`src/rtl/rf_pkg.sv`:
```
package rf_pkg;
    localparam int unsigned RF_DEPTH = 32;
    localparam int unsigned RF_WIDTH = 32;
endpackage

```
`src/rtl/rf_wr_decode.sv`:
```
// Turns the write index and enable into one strobe per entry.
// Entry zero never receives a strobe, so writes to it are dropped.
module rf_wr_decode #(
    parameter int unsigned DEPTH = rf_pkg::RF_DEPTH,
    parameter int unsigned IDX_W = $clog2(DEPTH)
) (
    input  logic             wr_en,
    input  logic [IDX_W-1:0] wr_idx,
    output logic [DEPTH-1:0] strobe
);
    for (genvar e = 0; e < DEPTH; e++) begin : g_strobe
        if (e == 0) begin : g_zero
            assign strobe[e] = 1'b0;
        end else begin : g_live
            assign strobe[e] = wr_en && (wr_idx == IDX_W'(e));
        end
    end
endmodule

```
`src/rtl/rf_storage.sv`:
```
// Entry array. Live entries update on the falling clock edge;
// entry zero is a constant.
module rf_storage #(
    parameter int unsigned DEPTH = rf_pkg::RF_DEPTH,
    parameter int unsigned WIDTH = rf_pkg::RF_WIDTH
) (
    input  logic                         clk,
    input  logic                         rst,
    input  logic [DEPTH-1:0]             strobe,
    input  logic [WIDTH-1:0]             wr_data,
    output logic [DEPTH-1:0][WIDTH-1:0]  contents
);
    for (genvar e = 0; e < DEPTH; e++) begin : g_entry
        if (e == 0) begin : g_const
            assign contents[e] = '0;
        end else begin : g_flop
            logic [WIDTH-1:0] value_q;
            always_ff @(negedge clk) begin
                if (rst) begin
                    value_q <= '0;
                end else if (strobe[e]) begin
                    value_q <= wr_data;
                end
            end
            assign contents[e] = value_q;
        end
    end
endmodule

```
`src/rtl/rf_read_mux.sv`:
```
// Combinational selector for one read port.
module rf_read_mux #(
    parameter int unsigned DEPTH = rf_pkg::RF_DEPTH,
    parameter int unsigned WIDTH = rf_pkg::RF_WIDTH,
    parameter int unsigned IDX_W = $clog2(DEPTH)
) (
    input  logic [DEPTH-1:0][WIDTH-1:0] contents,
    input  logic [IDX_W-1:0]            idx,
    output logic [WIDTH-1:0]            data
);
    always_comb begin
        data = contents[idx];
    end
endmodule

```
`src/rtl/dual_read_regfile.sv`:
```
module dual_read_regfile #(
    parameter int unsigned DEPTH = rf_pkg::RF_DEPTH,
    parameter int unsigned WIDTH = rf_pkg::RF_WIDTH,
    localparam int unsigned IDX_W = $clog2(DEPTH)
) (
    input  logic             clk,
    input  logic             rst,
    input  logic             wr_en,
    input  logic [IDX_W-1:0] wr_idx,
    input  logic [WIDTH-1:0] wr_data,
    input  logic [IDX_W-1:0] rd_idx_a,
    output logic [WIDTH-1:0] rd_data_a,
    input  logic [IDX_W-1:0] rd_idx_b,
    output logic [WIDTH-1:0] rd_data_b
);
    logic [DEPTH-1:0]            strobe;
    logic [DEPTH-1:0][WIDTH-1:0] contents;

    rf_wr_decode #(.DEPTH(DEPTH), .IDX_W(IDX_W)) u_decode (
        .wr_en  (wr_en),
        .wr_idx (wr_idx),
        .strobe (strobe)
    );

    rf_storage #(.DEPTH(DEPTH), .WIDTH(WIDTH)) u_storage (
        .clk      (clk),
        .rst      (rst),
        .strobe   (strobe),
        .wr_data  (wr_data),
        .contents (contents)
    );

    rf_read_mux #(.DEPTH(DEPTH), .WIDTH(WIDTH), .IDX_W(IDX_W)) u_read_a (
        .contents (contents),
        .idx      (rd_idx_a),
        .data     (rd_data_a)
    );

    rf_read_mux #(.DEPTH(DEPTH), .WIDTH(WIDTH), .IDX_W(IDX_W)) u_read_b (
        .contents (contents),
        .idx      (rd_idx_b),
        .data     (rd_data_b)
    );
endmodule

```
`config.mk`:
```
export PLATFORM = sky130hd
export DESIGN_NAME = dual_read_regfile
export DESIGN_NICKNAME = d
export VERILOG_FILES = /design/src/rtl/rf_pkg.sv /design/src/rtl/rf_wr_decode.sv /design/src/rtl/rf_storage.sv /design/src/rtl/rf_read_mux.sv /design/src/rtl/dual_read_regfile.sv
export SDC_FILE = /design/constraint.sdc
export NUM_CORES = 2
export LEC_CHECK = 0
export BUFFER_PORTS_ARGS = -buffer_cell sky130_fd_sc_hd__buf_4
export CELL_PAD_IN_SITES_DETAIL_PLACEMENT = 1
export CELL_PAD_IN_SITES_GLOBAL_PLACEMENT = 1
export CORE_ASPECT_RATIO = 2
export CORE_MARGIN = 1
export CORE_UTILIZATION = 40
export CTS_CLUSTER_DIAMETER = 50
export DETAILED_ROUTE_END_ITERATION = 16
export GPL_TIMING_DRIVEN = 0
export PLACE_DENSITY = 0.67
export SLEW_MARGIN = 30
export SYNTH_ARGS = -nofsm -noshare
export SYNTH_HDL_FRONTEND = slang
export SYNTH_SLANG_ARGS = --single-unit
```
`constraint.sdc`:
```
create_clock -name clk -period 2.6 [get_ports clk]
set_input_delay 0.52 -clock clk [delete_from_list [all_inputs] [get_ports clk]]
set_output_delay 0.52 -clock clk [all_outputs]
set_load 0.005 [all_outputs]
```
==> flow_metrics.py <==
metrics = {
    "status": {
        "status": "complete, but fails checks",
        "failed_checks": "capacitance limit, setup timing",
    },
    "hold_path": {
        "worstHoldEndpoint": "u_storage.g_entry[24].g_flop.value_q[28]",
        "min_path_cells": 2,
        "holdCritStartpoint": "u_storage.g_entry[24].g_flop.value_q[28]",
        "holdCritPathClass": "flip-flop to flip-flop",
    },
    "synth": {
        "seq_area_frac_synth": 0.394,
        "number_of_register_bits_inferred_by_synthesis": 992,
        "synth.area.mux_share": 0.224,
        "netlist-cell-type-count": 31,
        "postSynthCellCount": 5836,
        "number_of_nets_produced_by_synthesis": 5886,
        "synth_area_per_cell_um2": 8.65,
        "post_synth_instance_area_um2": 50500,
        "async_flop_share": 0,
        "synth_simple_gate_area_share": 0.166,
        "yosysTopAreaCell": "sky130_fd_sc_hd__dfxtp_1",
        "synth_warnings": 0,
        "synth-main-ff-cell": "sky130_fd_sc_hd__dfxtp_1",
        "largest_family_of_logic_cells_by_synthesized_area": "multiplexers",
        "post-synth-top-area-fraction": 0.394,
        "main_area_contributors_after_synthesis": "sky130_fd_sc_hd__dfxtp_1 (39%), sky130_fd_sc_hd__mux4_2 (17%), sky130_fd_sc_hd__nand2_1 (15%), sky130_fd_sc_hd__a21oi_1 (9.8%), sky130_fd_sc_hd__mux2i_1 (3.8%)",
        "synth_edf_count": 0,
        "synth_adder_area_share": 0,
        "synth_xor_area_frac": 0,
        "synth-compound-area-share": 0.165,
    },
    "clocking": {
        "worst_skew_pair_latency_ps": 770,
        "cts_buffers": 105,
        "holdBufCountCts": 0,
        "htree_num_levels": 3,
        "tritoncts_clock_tree": "yes",
        "numClockSinks": 992,
        "clk_transition_reported_paths_ps": 40,
        "cts_buffer_depth": 3,
        "clockRootBuffer": "sky130_fd_sc_hd__clkbuf_16",
    },
    "critical_path": {
        "worst_ep_required_time_ps": 2080,
        "critical_path.top_delay_family": "compound AO/OA/AOI/OAI gates",
        "timing.critical_path.to_type": "output pin",
        "crit-reg2reg-capture": "u_storage.g_entry[2].g_flop.value_q[14]",
        "cp.arrival_ps": 3850,
        "worst_path_buf_inv": 1,
        "critical_path.startpoint_type": "flip-flop",
        "r2r_start": "u_storage.g_entry[2].g_flop.value_q[14]",
        "rrSetupSlack_ps": 1840,
        "critical_path.max_fanout": 3,
        "timing.critical_path.cells": "mux4_2 -> a22o_1 -> o21ai_4 -> o31ai_4 -> buf_4",
        "slowest_cell_on_the_critical_path": "sky130_fd_sc_hd__mux4_2",
        "timing.critical_path.slowest_cell_delay_ps": 540,
        "cp_num_cells": 5,
        "critical_path_class": "flip-flop to output pin",
        "reg2regPathDepth": 2,
    },
    "drt": {
        "drtPass1Iterations": 7,
        "antenna_left": 0,
        "dr_total_vias": 54300,
        "drt_iter0_drc": 3696,
        "detail_route.wl_per_cell_um": 30.4,
        "remaining_drc_errors": 0,
        "drt_wl_total_mm": 272,
        "drt-vias-per-instance": 6.07,
    },
    "layout": {
        "layout-area-overhead-vs-synth_pct": 37.5,
        "ff_latch_area_um2": 20000,
        "reg_top3": "u_storage.g_entry.g_flop.value_q x992",
        "fillers": 14500,
        "finish.net_count": 7225,
        "multi_input_comb_area_um2": 32500,
        "drive_gt1_frac": 0.287,
        "largest_reg_flops": 992,
        "finalNonFillerCells": 8942,
        "final_util": 0.553,
        "registers.top_by_ff_count": "u_storage.g_entry.g_flop.value_q",
    },
    "timing": {
        "setup-tns-final_ps": -157860,
        "fmax_ghz": 0.230,
        "fin_crit_ps": 4370,
        "transition_time_at_the_pin_with_the_least_slew_margin_ps": 1500,
        "slew_headroom": 0.000536,
        "finalHoldViolCount": 0,
        "setup_viol": 672,
        "final.setup_skew_ps": 0,
        "grt_setup_unrepaired": "true",
        "final_max_slew_viol_count": 0,
        "post_route_setup_slack_ps": -1770,
        "min_period_over_period": 1.68,
    },
    "die": {
        "fp.dieW_um": 253,
        "top_level_ports": 114,
        "design.core.area_um2": 125000,
        "start_util": 0.402,
        "die_y_extent_um": 504,
        "row_count": 184,
        "fp.dieArea_um2": 128000,
    },
    "power": {
        "share_comb_of_total_power": 0.089,
        "ir_drop_uv": 518,
        "seq_power_share": 0.355,
        "clock_power_frac": 0.556,
        "cellPowerDensity_nw_per_um2": 630,
        "p_sw_frac": 0.346,
        "p_total_mw": 43.7,
        "p_sw_mw": 15.1,
        "internal_power_mw": 28.6,
        "power.static_leakage_nw": 28.6,
    },
    "global_routing": {
        "antenna_found_initial": 12,
        "grt_start_max_net_pins": 15,
        "global_route_wire_length_before_repair_mm": 359,
        "first_global_vias": 57400,
        "grt_ovf": 0,
        "grt_usage": 0.392,
    },
    "placement": {
        "finalWeightedCongestion": 0.992,
        "port_buffers": 104,
        "hpwl_mm": 193,
        "numPlacedInstances": 7615,
    },
    "job": {
        "max_cap_viol_count": 1,
    },
}
worst max path at each step:
stage / start / endpoint / slack [ps]
finish: u_storage.g_entry[26].g_flop.value_q[19] / rd_data_b[19] / -1770
floorplan: u_storage.g_entry[29].g_flop.value_q[10] / rd_data_a[10] / -390
global route: u_storage.g_entry[26].g_flop.value_q[19] / rd_data_b[19] / -1740
CTS: u_storage.g_entry[26].g_flop.value_q[19] / rd_data_a[19] / -1660
detailed placement: wr_idx[1] / u_storage.g_entry[6].g_flop.value_q[5] / -1780
global placement: rd_idx_a[2] / rd_data_a[30] / -1940
metal layers:
metal / wire length [µm] / vias up / GRT usage
met2: 140000 / 2861 / 0.702
met3: 18100 / 1397 / 0.0884
met1: 84500 / 26900 / 0.360
li1: - / 23200 / -
met4: 29100 / 10 / 0.373
met5: 63 / - / 0
timing repair:
item                                    in CTS  in global routing
buffers inserted                            71                 44
gates cloned                                 6                 34
endpoints found under the setup margin    1051                785
hold endpoints to repair                     0                  0
gates resized for setup                    639               1161
pin swaps                                   88                380
power by group through the flow:
stage	Combinational, mW	Clock (mW)	Sequential [mW]
2_1_floorplan	1.70	2.30	15.7
3_3_place_gp	3.07	2.30	15.7
6_report	3.89	24.3	15.5
5_1_grt	3.92	26.0	15.5
3_5_place_dp	3.12	2.30	15.7
4_1_cts	3.35	24.1	15.5
tightest hold or removal path, stage by stage (launching register included):
cell and delay, ps:
sky130_fd_sc_hd__dfxtp_2 310, sky130_fd_sc_hd__nand2_1 50, sky130_fd_sc_hd__a21oi_1 50
metrics by stage:
step | area, µm² | setup slack (ps) | hold WS (ps)
4_1_cts | 64200 | -1660 | 463
2_1_floorplan | 50800 | -392 | 442
5_1_grt | 69300 | -1740 | 474
3_5_place_dp | 53800 | -1780 | 458
6_report | 69400 | -1770 | 461
3_3_place_gp | 53700 | -1940 | 448
placed cells by master (no fill, tap or decap), types with 81 or more instances in the layout:
cell type,synthesis,final
sky130_fd_sc_hd__clkbuf_2,0,112
sky130_fd_sc_hd__clkbuf_16,0,144
sky130_fd_sc_hd__mux4_2,384,384
sky130_fd_sc_hd__dfxtp_1,992,911
sky130_fd_sc_hd__nand2_1,2018,1746
sky130_fd_sc_hd__nand2_4,0,231
sky130_fd_sc_hd__clkbuf_1,462,191
sky130_fd_sc_hd__a22o_1,192,172
sky130_fd_sc_hd__mux2i_1,192,192
sky130_fd_sc_hd__a21oi_1,992,713
sky130_fd_sc_hd__buf_4,29,208
sky130_fd_sc_hd__dfxtp_2,0,81
sky130_fd_sc_hd__a21oi_2,0,279
sky130_fd_sc_hd__inv_1,3,1007
cell type report:
cell class                      count  area share
Tap cell                         1674      0.0302
Antenna cell                        8    0.000289
Clock inverter                   1078      0.0702
Inverter                            2    0.000108
Multi-Input combinational cell   4225       0.469
Sequential cell                   992       0.288
Clock buffer                      106      0.0382
Timing Repair Buffer              255      0.0455
Buffer                            602      0.0591
cells in the mapped netlist, drive strengths merged, types with 4 or more instances:
library cell / count
a211oi: 64
a21oi: 992
a22o: 192
and2: 74
buf: 154
clkbuf: 462
dfxtp: 992
mux2: 64
mux2i: 192
mux4: 384
nand2: 2018
nand2b: 4
nor2: 21
nor2b: 8
nor3: 6
o21ai: 64
o22ai: 64
o31ai: 64
logic make-up (layout without fill, tap and decap cells):
logic type | after synthesis | after routing
and+or+nand+nor | 2145 | 2145
buffers and inverters | 619 | 2043
muxes | 640 | 640
AOI/OAI and AO/OA | 1440 | 1440
DFF | 992 | 992
other | 0 | 8
(Power assumes the default switching activity.)
